==> src/rtl/gpio_pkg.sv <==
package gpio_pkg;

  localparam int ADDR_W = 5;

  typedef enum logic [ADDR_W-1:0] {
    RA_OWN_TAKE = 5'd0,  RA_OWN_GIVE = 5'd1,  RA_OWN_STAT = 5'd2,
    RA_DIR_OUT  = 5'd3,  RA_DIR_IN   = 5'd4,  RA_DIR_STAT = 5'd5,
    RA_LVL_SET  = 5'd6,  RA_LVL_CLR  = 5'd7,  RA_LVL_STAT = 5'd8,
    RA_OD_ON    = 5'd9,  RA_OD_OFF   = 5'd10, RA_OD_STAT  = 5'd11,
    RA_MSK_ON   = 5'd12, RA_MSK_OFF  = 5'd13, RA_MSK_STAT = 5'd14,
    RA_PIN      = 5'd15, RA_CHG      = 5'd16
  } regAddrE;

  // Strobes from the bus decoder to the datapath
  typedef struct packed {
    logic ownSet;
    logic ownClr;
    logic dirSet;
    logic dirClr;
    logic lvlSet;
    logic lvlClr;
    logic odSet;
    logic odClr;
    logic mskSet;
    logic mskClr;
    logic chgRead;
  } strobeT;

endpackage

==> src/rtl/gpio_ctrl.sv <==
module gpio_ctrl
  import gpio_pkg::*;
#(
  parameter int NUM_LINES = 32
) (
  input  logic                  wrEn,
  input  logic                  rdEn,
  input  logic [ADDR_W-1:0]     addr,
  input  logic [NUM_LINES-1:0]  ownQ,
  input  logic [NUM_LINES-1:0]  dirQ,
  input  logic [NUM_LINES-1:0]  lvlQ,
  input  logic [NUM_LINES-1:0]  odQ,
  input  logic [NUM_LINES-1:0]  mskQ,
  input  logic [NUM_LINES-1:0]  pinQ,
  input  logic [NUM_LINES-1:0]  chgQ,
  output strobeT                strb,
  output logic [NUM_LINES-1:0]  rdData
);

  regAddrE regSel;
  assign regSel = regAddrE'(addr);

  // write decode
  always_comb begin
    strb = '0;
    if (wrEn) begin
      case (regSel)
        RA_OWN_TAKE: strb.ownSet = 1'b1;
        RA_OWN_GIVE: strb.ownClr = 1'b1;
        RA_DIR_OUT:  strb.dirSet = 1'b1;
        RA_DIR_IN:   strb.dirClr = 1'b1;
        RA_LVL_SET:  strb.lvlSet = 1'b1;
        RA_LVL_CLR:  strb.lvlClr = 1'b1;
        RA_OD_ON:    strb.odSet  = 1'b1;
        RA_OD_OFF:   strb.odClr  = 1'b1;
        RA_MSK_ON:   strb.mskSet = 1'b1;
        RA_MSK_OFF:  strb.mskClr = 1'b1;
        default:     ;
      endcase
    end
    strb.chgRead = rdEn && (regSel == RA_CHG);
  end

  // read mux
  always_comb begin
    case (regSel)
      RA_OWN_STAT: rdData = ownQ;
      RA_DIR_STAT: rdData = dirQ;
      RA_LVL_STAT: rdData = lvlQ;
      RA_OD_STAT:  rdData = odQ;
      RA_MSK_STAT: rdData = mskQ;
      RA_PIN:      rdData = pinQ;
      RA_CHG:      rdData = chgQ;
      default:     rdData = '0;
    endcase
  end

endmodule

==> src/rtl/gpio_datapath.sv <==
module gpio_datapath
  import gpio_pkg::*;
#(
  parameter int NUM_LINES   = 32,
  parameter int SYNC_STAGES = 2
) (
  input  logic                  clk,
  input  logic                  rst,
  input  strobeT                strb,
  input  logic [NUM_LINES-1:0]  wrData,
  input  logic [NUM_LINES-1:0]  padIn,
  input  logic [NUM_LINES-1:0]  perOut,
  input  logic [NUM_LINES-1:0]  perOe,
  output logic [NUM_LINES-1:0]  padOut,
  output logic [NUM_LINES-1:0]  padOe,
  output logic [NUM_LINES-1:0]  ownQ,
  output logic [NUM_LINES-1:0]  dirQ,
  output logic [NUM_LINES-1:0]  lvlQ,
  output logic [NUM_LINES-1:0]  odQ,
  output logic [NUM_LINES-1:0]  mskQ,
  output logic [NUM_LINES-1:0]  pinQ,
  output logic [NUM_LINES-1:0]  chgQ,
  output logic                  irq
);

  localparam int LAST = SYNC_STAGES - 1;

  function automatic logic [NUM_LINES-1:0] applyOp(
    input logic [NUM_LINES-1:0] cur,
    input logic                 setOp,
    input logic                 clrOp,
    input logic [NUM_LINES-1:0] bits
  );
    logic [NUM_LINES-1:0] setMask, clrMask;
    setMask = setOp ? bits : '0;
    clrMask = clrOp ? bits : '0;
    return (cur | setMask) & ~clrMask;
  endfunction

  // configuration registers
  always_ff @(posedge clk) begin
    if (rst) begin
      ownQ <= '1;
      dirQ <= '0;
      lvlQ <= '0;
      odQ  <= '0;
      mskQ <= '0;
    end else begin
      ownQ <= applyOp(ownQ, strb.ownSet, strb.ownClr, wrData);
      dirQ <= applyOp(dirQ, strb.dirSet, strb.dirClr, wrData);
      lvlQ <= applyOp(lvlQ, strb.lvlSet, strb.lvlClr, wrData);
      odQ  <= applyOp(odQ,  strb.odSet,  strb.odClr,  wrData);
      mskQ <= applyOp(mskQ, strb.mskSet, strb.mskClr, wrData);
    end
  end

  // input synchronizer chain
  logic [NUM_LINES-1:0] syncQ [SYNC_STAGES];

  generate
    for (genvar s = 0; s < SYNC_STAGES; s++) begin : g_sync
      always_ff @(posedge clk) begin
        if (rst) syncQ[s] <= '0;
        else if (s == 0) syncQ[s] <= padIn;
        else syncQ[s] <= syncQ[(s == 0) ? 0 : s-1];
      end
    end
  endgenerate

  assign pinQ = syncQ[LAST];

  // change detection
  logic [NUM_LINES-1:0] prevQ;
  logic [NUM_LINES-1:0] edgeHit;

  assign edgeHit = pinQ ^ prevQ;

  always_ff @(posedge clk) begin
    if (rst) begin
      prevQ <= '0;
      chgQ  <= '0;
    end else begin
      prevQ <= pinQ;
      chgQ  <= (strb.chgRead ? '0 : chgQ) | edgeHit;
    end
  end

  assign irq = |(chgQ & mskQ);

  // per-line pad mux
  generate
    for (genvar i = 0; i < NUM_LINES; i++) begin : g_pad
      always_comb begin
        if (ownQ[i]) begin
          padOut[i] = lvlQ[i] & ~odQ[i];
          padOe[i]  = dirQ[i] & (~odQ[i] | ~lvlQ[i]);
        end else begin
          padOut[i] = perOut[i];
          padOe[i]  = perOe[i];
        end
      end
    end
  endgenerate

endmodule

==> src/rtl/gpio_port.sv <==
module gpio_port
  import gpio_pkg::*;
#(
  parameter int NUM_LINES = 32
) (
  input  logic                  clk,
  input  logic                  rst,
  input  logic                  wrEn,
  input  logic                  rdEn,
  input  logic [ADDR_W-1:0]     addr,
  input  logic [NUM_LINES-1:0]  wrData,
  output logic [NUM_LINES-1:0]  rdData,
  input  logic [NUM_LINES-1:0]  padIn,
  output logic [NUM_LINES-1:0]  padOut,
  output logic [NUM_LINES-1:0]  padOe,
  input  logic [NUM_LINES-1:0]  perOut,
  input  logic [NUM_LINES-1:0]  perOe,
  output logic                  irq
);

  strobeT               strb;
  logic [NUM_LINES-1:0] ownQ, dirQ, lvlQ, odQ, mskQ, pinQ, chgQ;

  gpio_ctrl #(.NUM_LINES(NUM_LINES)) u_ctrl (
    .wrEn   (wrEn),
    .rdEn   (rdEn),
    .addr   (addr),
    .ownQ   (ownQ),
    .dirQ   (dirQ),
    .lvlQ   (lvlQ),
    .odQ    (odQ),
    .mskQ   (mskQ),
    .pinQ   (pinQ),
    .chgQ   (chgQ),
    .strb   (strb),
    .rdData (rdData)
  );

  gpio_datapath #(.NUM_LINES(NUM_LINES), .SYNC_STAGES(2)) u_dp (
    .clk    (clk),
    .rst    (rst),
    .strb   (strb),
    .wrData (wrData),
    .padIn  (padIn),
    .perOut (perOut),
    .perOe  (perOe),
    .padOut (padOut),
    .padOe  (padOe),
    .ownQ   (ownQ),
    .dirQ   (dirQ),
    .lvlQ   (lvlQ),
    .odQ    (odQ),
    .mskQ   (mskQ),
    .pinQ   (pinQ),
    .chgQ   (chgQ),
    .irq    (irq)
  );

endmodule

==> config.mk <==
export PLATFORM = sky130hd
export DESIGN_NAME = gpio_port
export DESIGN_NICKNAME = d
export VERILOG_FILES = /design/src/rtl/gpio_pkg.sv /design/src/rtl/gpio_ctrl.sv /design/src/rtl/gpio_datapath.sv /design/src/rtl/gpio_port.sv
export SDC_FILE = /design/constraint.sdc
export NUM_CORES = 1
export LEC_CHECK = 0
export CORE_MARGIN = 3
export CORE_UTILIZATION = 28
export CTS_BUF_LIST = sky130_fd_sc_hd__clkbuf_8
export DETAILED_ROUTE_END_ITERATION = 7
export HOLD_SLACK_MARGIN = 0.15
export PLACE_DENSITY_LB_ADDON = 0.2
export SETUP_SLACK_MARGIN = 0.5
export SLEW_MARGIN = 30
export SYNTH_ARGS = -nofsm -noshare
export SYNTH_HDL_FRONTEND = slang
export SYNTH_SLANG_ARGS = --single-unit
export TNS_END_PERCENT = 50
==> constraint.sdc <==
create_clock -name clk -period 1.9 [get_ports clk]
set_input_delay 0.285 -clock clk [delete_from_list [all_inputs] [get_ports clk]]
set_output_delay 0.285 -clock clk [all_outputs]
set_load 0.01 [all_outputs]
# Word level (Yosys, flattened, before mapping)
# Memories as Yosys holds them, arrays and structs flattened.
# Index checks and enable logic that the tools add are counted.
[totals]
register_bits = 224
mem_bits_rw = 64
inputBits = 137
wordCells = 299
mem_count = 1
[mem_list]
columns = ["name", "words", "width", "rd", "rd_ports_with_merged_regs", "write_ports", "line_no", "text"]
rows = [
  ["u_dp.syncQ", 2, 32, 2, 0, 2, "gpio_datapath.sv:58", "logic [NUM_LINES-1:0] syncQ [SYNC_STAGES];"],
]
[op_classes]
eq_ne = 16
muxes = 92
bitwise_logic = 180
n_reduce_logical = 3
[ops]
columns = ["cell", "count"]
rows = [
  ["$mux W32", 13],
  ["$pmux W32 S7", 1],
  ["$and A32 B32 Y32", 6],
  ["$or A32 B32 Y32", 6],
  ["$not A32 Y32", 5],
  ["$mux W1", 77],
  ["$and A1 B1 Y1", 64],
  ["$not A1 Y1", 64],
  ["$eq A5 B4 Y1 const B", 8],
  ["$or A1 B1 Y1", 34],
  ["$reduce_or A32 Y1", 1],
  ["$xor A32 B32 Y32", 1],
  ["$eq A5 B3 Y1 const B", 4],
  ["$eq A5 B2 Y1 const B", 2],
  ["$mux W10", 1],
  ["$eq A5 B1 Y1 const B", 1],
  ["$eq A5 B5 Y1 const B", 1],
  ["$logic_not A5 Y1", 1],
  ["$logic_and A1 B1 Y1", 1],
]

# Depth between registers and ports, before layout
[depth]
ltp_word = 6
ltp_mapped = 7

# By module
# Synthesis repeated with hierarchy kept, for this count alone.
[hier_totals]
hier_cells = 1435
area_unflattened_um2 = 12533.3
[by_module_without_submodules]
columns = ["mod", "instances", "cells_each", "area_per_inst_um2"]
rows = [
  ["gpio_datapath", 1, 1174, 10759.1],
  ["gpio_ctrl", 1, 261, 1774.2],
]

# Least setup slack after synthesis
# No wires, ideal clock.
[synth_timing]
path_kind = "in2out"
startpoint = "input port addr[0]"
endpoint = "output port rdData[1]"
arrival_time_ns = 1.469
required_time_ns = 1.615
path_slack_ns = 0.146
stages = 6
n_path_buf = 2
cell_sequence = "buf_2 or3_4 nor3b_2 buf_2 a22oi_1 nand3_1"
[synth_between]
elab_chain_cells = 2
word_cells_on_any_way = 8
[synth_rtl]
columns = ["element", "line_no", "text"]
rows = [
  ["start, declared", "gpio_port.sv:10", "input logic [ADDR_W-1:0] addr,"],
  ["$eq A5 B5 Y1 (tied with other cells)", "gpio_ctrl.sv:46", "case (regSel)"],
  ["$pmux W32 S7 *", "gpio_ctrl.sv:46", ""],
  ["end, declared", "gpio_port.sv:12", "output logic [NUM_LINES-1:0] rdData,"],
]
# Every way passes the cells marked *; elsewhere a longest branch is shown, timed or not.

# Worst setup path in the final report
[layout_timing]
startpoint = "register u_dp.chgQ[27]"
endpoint = "output port irq"
[layout_between]
elab_chain_cells = 2
[layout_rtl]
columns = ["element", "line_no", "text"]
rows = [
  ["start, declared", "gpio_datapath.sv:22", "output logic [NUM_LINES-1:0] chgQ,"],
  ["start signal, assigned", "gpio_datapath.sv:84", "chgQ <= (strb.chgRead ? '0 : chgQ) | edgeHit;"],
  ["$and A32 B32 Y32", "gpio_datapath.sv:88", "assign irq = |(chgQ & mskQ);"],
  ["$reduce_or A32 Y1", "gpio_datapath.sv:88", ""],
  ["end, declared", "gpio_port.sv:18", "output logic irq"],
]
# Every way passes these cells.

==> results.toml <==
[timing]
rsz0062_at_grt = "true"
finalCritPeriodShare_pct = 130
slew_violations = 0
setup_viol_count_final = 32
period_minus_slack_ns = 2.47
relSlewSlack_pct = 65.3
final.setup.worst_slack_ns = -0.573
finalHoldViolCount = 0
skew_ns = 0.00776
holdWs_ns = 0.260
worst-slew-pin-transition_ns = 0.518
clock.fmax_mhz = 404

[place]
portBuffers = 233
gp_congestion = 0.870
dp_worst_setup_slack_ns = -0.921
dp_hpwl_um = 35900

[final_layout]
drive_above_1_share_pct = 45.0
nFillCells = 4261
area_growth_pct = 57.5
final_common_cell = "a21oi_1"
nets = 1935
mostFrequentLayoutCells = "a21oi_1 (163), buf_4 (150), dfxtp_1 (145), clkdlybuf4s50_1 (129), a211oi_1 (112)"
final_util_pct = 45.1

[power]
p_per_area_mw_per_mm2 = 686
ir_worst_vdd_uv = 385
p_clk_share_pct = 42.4
p_int_uw = 10000
power_leakage_uw = 0.00780
pwr-share-comb_pct = 11.0
power_frac_seq_pct = 46.6
power.share.switching_pct = 25.6
switchingPower_uw = 3440

[cts]
cts_sinks = 288
clockRootBuffer = "clkbuf_8"
clk_latency_ns = 0.58
cts_inserted_buffers = 50
htreeDepth = 2
cts_tree = "yes"
path_clk_slew_ns = 0.06
clock_path_buffers = 3

[floorplanning]
design.die.area_sq_mm = 0.0471
die_x_um = 217
die_y_um = 217
io_pins = 234
start_util_pct = 28.6
rows = 76
core_sq_mm = 0.0436

[logic_synthesis]
syn-num-nets = 1525
seq_area_frac_synth_pct = 46.3
mappedNetlistArea_sq_mm = 0.0125
ys_warn_count = 0
synthDistinctLibCells = 39
netlist_instances = 1388
syn_area_per_cell_sq_um = 8.98
synth-seq-cells = 288

[routing]
vias = 12602
wl_per_cell_um = 22.4
remaining_drc_errors = 0
routed_wl_um = 54100
dr.first_iter.drc_count = 944
firstDrtPassIters = 5
vias_per_cell = 5.21
final_antenna_net_count = 0

[critical_path]
path_cells = "a22oi_2 -> buf_4 -> nand4_1 -> or4_4 -> buf_6"
slowest_delay_ns = 0.59
crit_arrival_ns = 2.19
cp_slowest_cell = "or4_4"
criticalPathCategory = "reg2out"
end_kind = "primary output"
crit_fanout = 2
cp.required_ns = 1.62
critPathLaunchType = "flip-flop"

[hold_path]
hold_class = "in2reg"

[global_routing]
antenna_found_initial = 3
grt.overflow.total = 0
grtUsageTotal_pct = 21.6
grt_pass1_wl_um = 77600
grt_max_degree = 84
grt_pass1_vias = 12561

[run_status]
status = "finished with violations"
violations = "negative setup slack"

[run]
maxCapViolCount = 0
[state kept, by name, indices dropped and copies added, names as in the netlist]
| register | count |
|---|---|
| u_dp.chgQ | 32 |
| u_dp.dirQ | 32 |
| u_dp.lvlQ | 32 |
| u_dp.mskQ | 32 |
| u_dp.odQ | 32 |
| u_dp.ownQ | 32 |
| u_dp.prevQ | 32 |
| u_dp.syncQ | 64 |
[synthesized netlist by cell type]
cell	n	area share [%]
nor3b_2	1	0.10
buf_2	25	1.0
nand2b_1	4	0.20
xor2_1	32	2.2
a211oi_1	143	8.6
a22o_1	39	2.7
or2_4	1	0.070
nor3_4	3	0.39
or3_4	1	0.090
nor2b_1	96	4.8
clkbuf_1	82	2.5
nor3_2	3	0.24
nand2b_2	2	0.14
nor4_2	2	0.20
o22ai_1	1	0.050
nand3b_1	31	1.9
nand2_1	53	1.6
buf_6	10	0.90
inv_1	65	2.0
and4_1	1	0.070
buf_1	2	0.060
a32oi_1	2	0.14
mux2_2	12	1.1
nor4_4	2	0.34
dfxtp_1	288	46
and2_1	2	0.10
nand4_1	4	0.20
or4_1	1	0.060
a211oi_2	17	1.7
a21oi_1	193	7.8
nor3_1	3	0.12
a22oi_1	90	5.4
nand3_1	64	2.6
nor4_1	1	0.050
buf_4	9	0.54
nand2_2	1	0.050
o21ai_0	63	2.5
nand4bb_1	1	0.090
nor2_1	38	1.1
[what timing repair did]
item | 4_1_cts | 5_1_grt
setup endpoints to repair | 289 | 221
resized for setup | 803 | 122
pin swaps | 61 | 60
cloned | 5 | 5
buffers inserted | 52 | 33
hold buffers | 1 | 0
hold endpoints to repair | 30 | 0
[power groups by stage]
stage / combinational, uW / clock (uW) / sequential, uW
finish: 1480 / 5700 / 6270
global route: 1580 / 6130 / 6280
CTS: 1430 / 5840 / 6280
detailed placement: 1350 / 0 / 6460
global placement: 1340 / 0 / 6460
floorplan: 631 / 0 / 6420
[stage by stage]
step	TNS [ns]	std cells	cell area, sq um	total power [uW]
final	-3.59	2418	19600	13500
after global placement	-88.30	2235	16800	7800
after floorplan	0	1388	12900	7050
after detailed placement	-93.61	2235	16800	7810
after CTS	-3.14	2379	18800	13500
after global routing	-5.01	2417	19600	14000
[worst max-delay path: cells and delay by family, from the launching register on]
family | cells | cell delay, ns
simple gates | 2 | 0.66
flops | 1 | 0.33
buf+inv | 2 | 0.32
compound gates | 1 | 0.30
[cells by family after synthesis]
| logic type | share of synthesized area [%] |
|---|---|
| AOI/OAI and AO/OA | 29.0 |
| buffers and inverters | 6.94 |
| and+or+nand+nor | 14.5 |
| xor gates and xnor gates | 2.25 |
| DFF | 46.3 |
| muxes | 1.08 |
[path summary, 6_finish.rpt]
check                                  startpoint                end  slack (ns)  depth (start not counted)
worst max register to register      u_dp.ownQ[10]      u_dp.ownQ[10]        0.84                          5
worst max-delay path                u_dp.chgQ[27]                irq       -0.57                          5
worst min register to register  u_dp.syncQ[0][23]  u_dp.syncQ[1][23]        0.44                          1
worst min-delay path                    padIn[23]  u_dp.syncQ[0][23]        0.26                          2
[area by class of cell]
cell class | count | area [sq um] | area share (%)
Sequential cell | 288 | 6080 | 31.0
Inverter | 65 | 244 | 1.24
Multi-Input combinational cell | 907 | 6920 | 35.3
Clock buffer | 64 | 881 | 4.49
Timing Repair Buffer | 486 | 4650 | 23.7
Antenna cell | 1 | 2.50 | 0.0127
Tap cell | 585 | 732 | 3.73
Clock inverter | 22 | 119 | 0.606
[layer usage]
layer	track usage (%)	part of all wire (%)	vias up
met5	0	0.050	-
met4	9.57	4.3	4
met3	5.12	7.4	128
met2	35.7	47	526
met1	26.9	41	6071
li1	-	-	5873
Note: power is estimated with default switching activity, not from simulation.
